**src/rtl/pix_serializer.sv**
```systemverilog
module pix_serializer #(
  parameter int CNT_W = 16
) (
  input  logic             clk,
  input  logic             rst_n,
  input  logic [1:0]       cfg_depth,
  input  logic [1:0]       cfg_width,
  input  logic [CNT_W-1:0] frame_len,
  input  logic             start,
  input  logic             pix_valid,
  output logic             pix_ready,
  input  logic [23:0]      pix_data,
  output logic             bus_valid,
  input  logic             bus_ready,
  output logic [15:0]      bus_data,
  output logic             frame_done
);
  localparam int PW = 24;
  localparam int BW = 16;
  localparam int SW = 2 * PW;

  typedef enum logic [1:0] {IDLE, LOAD, SEND} st_t;

  st_t             st;
  logic [CNT_W-1:0] rem;
  logic             got;
  logic [1:0]       cyc, fmt_q, fmt_new;
  logic [SW-1:0]    sh;
  logic [4:0]       nb, nl, nb_q, nl_q;
  logic [5:0]       nb6, nl6;
  logic             fmt_ok, done_q;
  logic [PW-1:0]    pix_left;

  always_comb begin
    case (cfg_depth)
      2'd0: nb = 5'd12;
      2'd1: nb = 5'd16;
      2'd2: nb = 5'd18;
      default: nb = 5'd24;
    endcase
    case (cfg_width)
      2'd0: nl = 5'd8;
      2'd1: nl = 5'd9;
      2'd2: nl = 5'd12;
      default: nl = 5'd16;
    endcase
    nb6 = {1'b0, nb};
    nl6 = {1'b0, nl};
    fmt_ok = 1'b1;
    fmt_new = 2'd0;
    if (nb6 == nl6)                   fmt_new = 2'd0;
    else if (nb6 == nl6 * 6'd2)       fmt_new = 2'd1;
    else if (nb6 == nl6 * 6'd3)       fmt_new = 2'd2;
    else if (nb6 * 6'd2 == nl6 * 6'd3) fmt_new = 2'd3;
    else                              fmt_ok = 1'b0;
  end

  assign pix_left   = pix_data << (5'(PW) - nb_q);
  assign pix_ready  = (st == LOAD);
  assign bus_valid  = (st == SEND);
  assign bus_data   = sh[SW-1 -: BW] >> (5'(BW) - nl_q);
  assign frame_done = done_q;

  always_ff @(posedge clk or negedge rst_n) begin
    if (!rst_n) begin
      st     <= IDLE;
      rem    <= '0;
      got    <= 1'b0;
      cyc    <= 2'd0;
      sh     <= '0;
      fmt_q  <= 2'd0;
      nb_q   <= 5'd0;
      nl_q   <= 5'd0;
      done_q <= 1'b0;
    end else begin
      done_q <= 1'b0;
      case (st)
        IDLE: if (start && fmt_ok && frame_len != '0) begin
          st    <= LOAD;
          rem   <= frame_len;
          got   <= 1'b0;
          fmt_q <= fmt_new;
          nb_q  <= nb;
          nl_q  <= nl;
        end
        LOAD: if (pix_valid) begin
          rem <= rem - 1'b1;
          if (fmt_q != 2'd3) begin
            sh  <= {pix_left, {PW{1'b0}}};
            cyc <= fmt_q + 2'd1;
            st  <= SEND;
          end else if (!got) begin
            sh <= {pix_left, {PW{1'b0}}};
            if (rem == CNT_W'(1)) begin
              cyc <= 2'd3;
              st  <= SEND;
            end else begin
              got <= 1'b1;
            end
          end else begin
            sh  <= sh | ({pix_left, {PW{1'b0}}} >> nb_q);
            got <= 1'b0;
            cyc <= 2'd3;
            st  <= SEND;
          end
        end
        SEND: if (bus_ready) begin
          sh  <= sh << nl_q;
          cyc <= cyc - 2'd1;
          if (cyc == 2'd1) begin
            if (rem == '0) begin
              st     <= IDLE;
              done_q <= 1'b1;
            end else begin
              st <= LOAD;
            end
          end
        end
        default: st <= IDLE;
      endcase
    end
  end
endmodule


```
**config.mk**
```make
export PLATFORM = sky130hd
export DESIGN_NAME = pix_serializer
export DESIGN_NICKNAME = d
export VERILOG_FILES = /design/src/rtl/pix_serializer.sv
export SDC_FILE = /design/constraint.sdc
export NUM_CORES = 1
export LEC_CHECK = 0
export ABC_CLOCK_PERIOD_IN_PS = 3800
export CAP_MARGIN = 20
export CORE_ASPECT_RATIO = 1.2
export CORE_MARGIN = 4
export CORE_UTILIZATION = 53
export DETAILED_ROUTE_END_ITERATION = 8
export DONT_BUFFER_PORTS = 1
export GPL_TIMING_DRIVEN = 0
export PLACE_DENSITY = 0.73
export SYNTH_ARGS = -nofsm -noshare
export SYNTH_HDL_FRONTEND = slang
export SYNTH_SLANG_ARGS = --single-unit
export TNS_END_PERCENT = 10
```
**constraint.sdc**
```tcl
create_clock -name clk -period 3.8 [get_ports clk]
set_input_delay 0.76 -clock clk [delete_from_list [all_inputs] [get_ports clk]]
set_output_delay 0.76 -clock clk [all_outputs]
set_load 0.02 [all_outputs]
```
Word-level counts from Yosys, hierarchy flattened
Cells that the tools add are included.
{"block": "word_totals", "elab_cells": 97, "input_bits": 49, "register_bits": 82, "out_inout_bits": 19}
{"block": "op_classes", "n_reduce_logical": 15, "n_addsub": 5, "n_mux": 43, "shifts": 4, "mul": 1, "n_eq_ne": 19, "n_bitwise": 1}
{"cell": "two-way mux 48 bit", "n": 4}
{"cell": "one-hot mux 48 bit (2 select lines)", "n": 1}
{"cell": "bitwise OR 48 bit", "n": 1}
{"cell": "<< shifter 48 x 5 -> 48 bit", "n": 1}
{"cell": "right shift 48 x 5 -> 48 bit", "n": 1}
{"cell": "two-way mux 16 bit", "n": 2}
{"cell": "two-way mux 2 bit", "n": 16}
{"cell": "one-hot mux 16 bit (2 select lines)", "n": 1}
{"cell": "one-hot mux 5 bit (3 select lines)", "n": 2}
{"cell": "<< shifter 24 x 5 -> 24 bit", "n": 1}
{"cell": "== test 16 x 1 -> 1 bit, second input constant", "n": 1}
{"cell": "zero test 16 bit", "n": 1}
{"cell": "nonzero test 16 bit", "n": 1}
{"cell": "right shift 16 x 5 -> 16 bit", "n": 1}
{"cell": "subtractor 16 x 1 -> 16 bit, second input constant", "n": 1}
{"cell": "two-way mux 1 bit", "n": 14}
{"cell": "== test 5 x 6 -> 1 bit", "n": 2}
{"cell": "subtractor 5 bit, first input constant", "n": 2}
{"cell": "== test 2 x 1 -> 1 bit, second input constant", "n": 4}
{"cell": "inequality test 2 bit, second input constant", "n": 4}
{"cell": "AND reduction 4 bit", "n": 2}
{"cell": "== test 2 bit, second input constant", "n": 3}
{"cell": "== test 6 bit", "n": 1}
{"cell": "zero test 2 bit", "n": 3}
{"cell": "14 further kinds", "n": 18}

Depth between registers and ports, before layout
{"block": "logic_depth", "word_depth": 12, "ltp_mapped": 16, "mapped_depth_nobuf": 10}

Worst setup path after synthesis
OpenSTA, ideal clock, no wires.
{"block": "synth_timing", "path_kind": "flip-flop to output port", "startpoint": "register nl_q[0]", "endpoint": "output bus_data[2]", "path_buffers": 5, "path_stages_with_launch": 11, "required_time_ns": 3.040, "arrival_ns": 2.865, "slack_ns": 0.175, "cell_sequence": "dfrtp_1 > buf_2 > buf_4 > buf_2 > buf_2 > clkinv_1 > ha_1 > xnor2_1 > clkbuf_1 > nor3_1 > a211oi_1"}
{"block": "synth_between", "elab_chain_cells": 2}
{"element": "start: declaration", "line": "29", "rtl": "logic [4:0] nb, nl, nb_q, nl_q;"}
{"element": "start signal: assignment", "line": "84", "rtl": "nl_q <= nl;"}
{"element": "subtractor 5 bit", "line": "61", "rtl": "assign bus_data = sh[SW-1 -: BW] >> (5'(BW) - nl_q);"}
{"element": "right shift 16 x 5 -> 16 bit", "line": "61"}
{"element": "end: declaration", "line": "15", "rtl": "output logic [15:0] bus_data,"}
Every way passes these cells.

Worst setup path after layout
{"block": "layout_timing", "startpoint": "register nb_q[1]", "endpoint": "register sh[34]"}
{"block": "layout_between", "elab_chain_cells": 8}
{"element": "start: declaration", "line": "29"}
{"element": "start signal: assignment", "line": "83", "rtl": "nb_q <= nb;"}
{"element": "subtractor 5 bit", "line": "58", "rtl": "assign pix_left = pix_data << (5'(PW) - nb_q);"}
{"element": "<< shifter 24 x 5 -> 24 bit", "line": "58"}
{"element": "right shift 48 x 5 -> 48 bit", "line": "101", "rtl": "sh <= sh | ({pix_left, {PW{1'b0}}} >> nb_q);"}
{"element": "bitwise OR 48 bit", "line": "101"}
{"element": "two-way mux 48 bit", "line": "92", "rtl": "end else if (!got) begin"}
{"element": "two-way mux 48 bit (*)", "line": "88", "rtl": "if (fmt_q != 2'd3) begin"}
{"element": "two-way mux 48 bit (*)", "line": "86", "rtl": "LOAD: if (pix_valid) begin"}
{"element": "one-hot mux 48 bit (2 select lines) (*)", "line": "77", "rtl": "case (st)"}
{"element": "end signal: assignment", "line": "89", "rtl": "sh <= {pix_left, {PW{1'b0}}};"}
{"element": "end signal: assignment", "line": "93", "rtl": "sh <= {pix_left, {PW{1'b0}}};"}
{"element": "end signal: assignment", "line": "101"}
{"element": "end: declaration", "line": "28", "rtl": "logic [SW-1:0] sh;"}
Every way passes the cells marked *; elsewhere a longest branch is shown, timed or not. The select of a mux whose other input is x is not followed.
A chain may end at the register's enable or synchronous reset.

==> summary.md <==
| Metric | Value |
|---|---|
| Status | finished clean |
| Critical Path End | sh[34] |
| Mapped Area | 0.00960 sq mm |
| Layout cell share with drive strength beyond 1 | 0.169 |
| WL/cell | 29.2 microns |
| Required @ worst endpoint | 4.01 ns |
| Area Growth Syn to Fin | 10.4% |
| Drt drc | 0 |
| Flop2flop setup slack | 0.10 ns |
| Synth area leader | dfrtp_1 |
| Critical path capture point type | register |
| Largest net degree at the start of global routing | 81 |
| First-pass GRT wire length | 64.0 mm |
| Drt pass-1 iters | 6 |
| Sequential share of the synthesized area | 0.209 |
| Max clock buf depth | 2 |
| Mean Syn Cell Area | 8.06 sq um |
| Cts hold-fix bufs | 0 |
| TritonCTS buffer count | 9 |
| Ys Warns | 0 |
| Reg2reg start | nb_q[1] |
| Routed Antenna Nets | 0 |
| Commonest cells after routing, fill and taps aside | nor2_1, nand2_1, dfrtp_1 |
| Clk slew on worst S/H paths | 0.07 ns |
| Synth Net Count | 1,250 |
| Fin nets | 1,273 |
| End of the worst register-to-register path | sh[34] |
| Core area | 0.0176 sq mm |
| 1st-iter DRT viols | 1,567 |
| Drt total wl | 42.0 mm |
| Max-slew violation count | 0 |
| Arr. time, crit path | 3.91 ns |
| WS Path Type | reg -> reg |
| Clock Sink Count | 80 |
| Ys flop type | dfrtp_1 |
| GRT Total Usage | 0.412 |
| Max-cap viol count | 0 |
| Post-DP HPWL | 32.0 mm |
| Gp weighted congestion | 1.06 |
| Die width | 131 microns |
| Cell Count Post-Placement | 1,411 |
| Die area | 0.0203 sq mm |
| Inserted Diodes | 0 |
| Storage element area | 0.00200 sq mm |
| Initial Util | 0.544 |
| Antenna violations before repair | 0 |
| Synthesized flop and latch total | 80 |
| Clock Latency Late Sink | 0.35 ns |
| Fmax | 0.270 GHz |
| Slew HR | 0.262 |
| CP max FO | 10 |
| DR vias/cell | 7.65 |
| CTS tree | done |
| Area of the multi-input gates | 0.00723 sq mm |
| Chip Height | 155 microns |
| Unique cell type count in the Yosys netlist | 82 |
| Ports | 68 |
| H-Tree Depth | 3 |
| Clock Skew | 0.00654 ns |
| Port-buffer cells | 0 |
| CP startpoint | nb_q[1] |
| Hold WC Path Type | in -> async |
| Crit share post-route | 0.973 |
| Least-Margin Pin Slew | 1.11 ns |
| Fillers | 1,656 |
| Remaining Overflow, GRT | 0 |
| Final Hold Vio Count | 0 |
| CP startpoint kind | register |
| Post-synth top area share | 0.209 |
| Final setup fails | 0 |
| Synth area leaders | dfrtp_1, mux4_2, mux2i_1, nor2_1, nand2_1 |
| Cells after synthesis | 1,191 |
| Commonest non-fill, non-tap cell in the layout | nor2_1 |
| Ys async rst share | 1.00 |
| Vias in the first global route | 10,600 |
| Vias post-DR | 11,000 |
| FP Rows | 53 |
| Root Buffer | clkbuf_16 |
| Min Tclk post-route | 3.70 ns |
| Post-Layout Cell Count | 1,439 |
| Post-synth EDFFs | 0 |
| FF-to-FF path depth | 16 |
| Core Util, Final | 0.601 |
==> worst max-delay path: stages (launching register included) <==
cell      delay, ns
dfrtp_1        0.36
buf_4          0.18
buf_6          0.16
inv_1          0.11
buf_6          0.13
buf_6          0.16
ha_1           0.18
buf_6          0.18
xor2_4         0.25
buf_4          0.24
mux2i_2        0.31
mux2i_1        0.20
a21oi_2        0.38
o22ai_1        0.16
a221oi_2       0.28
buf_4          0.18
a31oi_1        0.09
==> logic make-up (layout without fill, tap and decap cells) <==
group | after synthesis | in the layout | share of synthesized area
AOI/OAI and AO/OA | 384 | 384 | 0.273
DFF | 80 | 80 | 0.209
and+or+nand+nor | 422 | 422 | 0.204
buffers and inverters | 130 | 158 | 0.0602
adders and majority gates | 10 | 10 | 0.0130
xor gates and xnor gates | 8 | 8 | 0.0120
muxes | 157 | 157 | 0.229
==> flip-flops by register name, indices dropped and copies added, names as in the netlist <==
signal,count
nl_q,4
sh,48
nb_q,4
cyc,2
rem,16
frame_done,1
st,2
fmt_q,2
got,1
==> synthesized netlist by cell type (all sizes together), types with 19 or more instances <==
| cell type | count |
|---|---|
| inv | 28 |
| mux2i | 76 |
| a21oi | 75 |
| nand3 | 21 |
| buf | 45 |
| nor3 | 58 |
| o22ai | 19 |
| clkbuf | 54 |
| nand2 | 116 |
| nor2 | 133 |
| o21ai | 85 |
| a211oi | 30 |
| a31oi | 24 |
| mux4 | 47 |
| mux2 | 34 |
| dfrtp | 80 |
==> metrics by stage <==
step | hold WS (ns) | area [sq um] | setup slack [ns] | TNS (ns)
finish | 0.0950 | 10600 | 0.103 | 0
global placement | 0.466 | 9870 | -0.910 | -22.27
floorplan | 0.450 | 9600 | 0.175 | 0
global route | 0.0857 | 10600 | -0.00143 | -0.00279
detailed placement | 0.466 | 9870 | -0.866 | -20.11
CTS | 0.0943 | 10500 | -0.0659 | -0.0659
==> worst min-delay path by stage <==
stage | to | start | slack [ns]
3_3_place_gp | nl_q[4] | rst_n | 0.47
3_5_place_dp | nl_q[4] | rst_n | 0.47
5_1_grt | sh[2] | rst_n | 0.09
2_1_floorplan | cyc[1] | cyc[1] | 0.45
6_report | sh[2] | rst_n | 0.09
4_1_cts | sh[2] | rst_n | 0.09
==> metal layers <==
| layer | part of all wire | up-vias | wire length (microns) | global-route usage |
|---|---|---|---|---|
| li1 | - | 4632 | - | - |
| met1 | 0.36 | 5263 | 15200 | 0.531 |
| met2 | 0.45 | 879 | 19100 | 0.638 |
| met3 | 0.11 | 229 | 4640 | 0.0786 |
| met4 | 0.072 | 0 | 3020 | 0.248 |
| met5 | 0 | - | 0 | 0 |
==> layout make-up <==
type	count	share of cell area
Clock inverter	7	0.0125
Clock buffer	9	0.0213
Inverter	31	0.0115
Buffer	98	0.0473
Tap cell	220	0.0260
Multi-Input combinational cell	981	0.682
Timing Repair Buffer	13	0.0104
Sequential cell	80	0.189
==> what timing repair did <==
action	CTS	global route
setup endpoints to repair	61	54
pin swaps	6	5
resized for setup	41	24
setup buffers	5	8
Power is left out: the tool's default activity adds up to more than one toggle a clock period on the data nets, which glitch-free logic cannot reach.
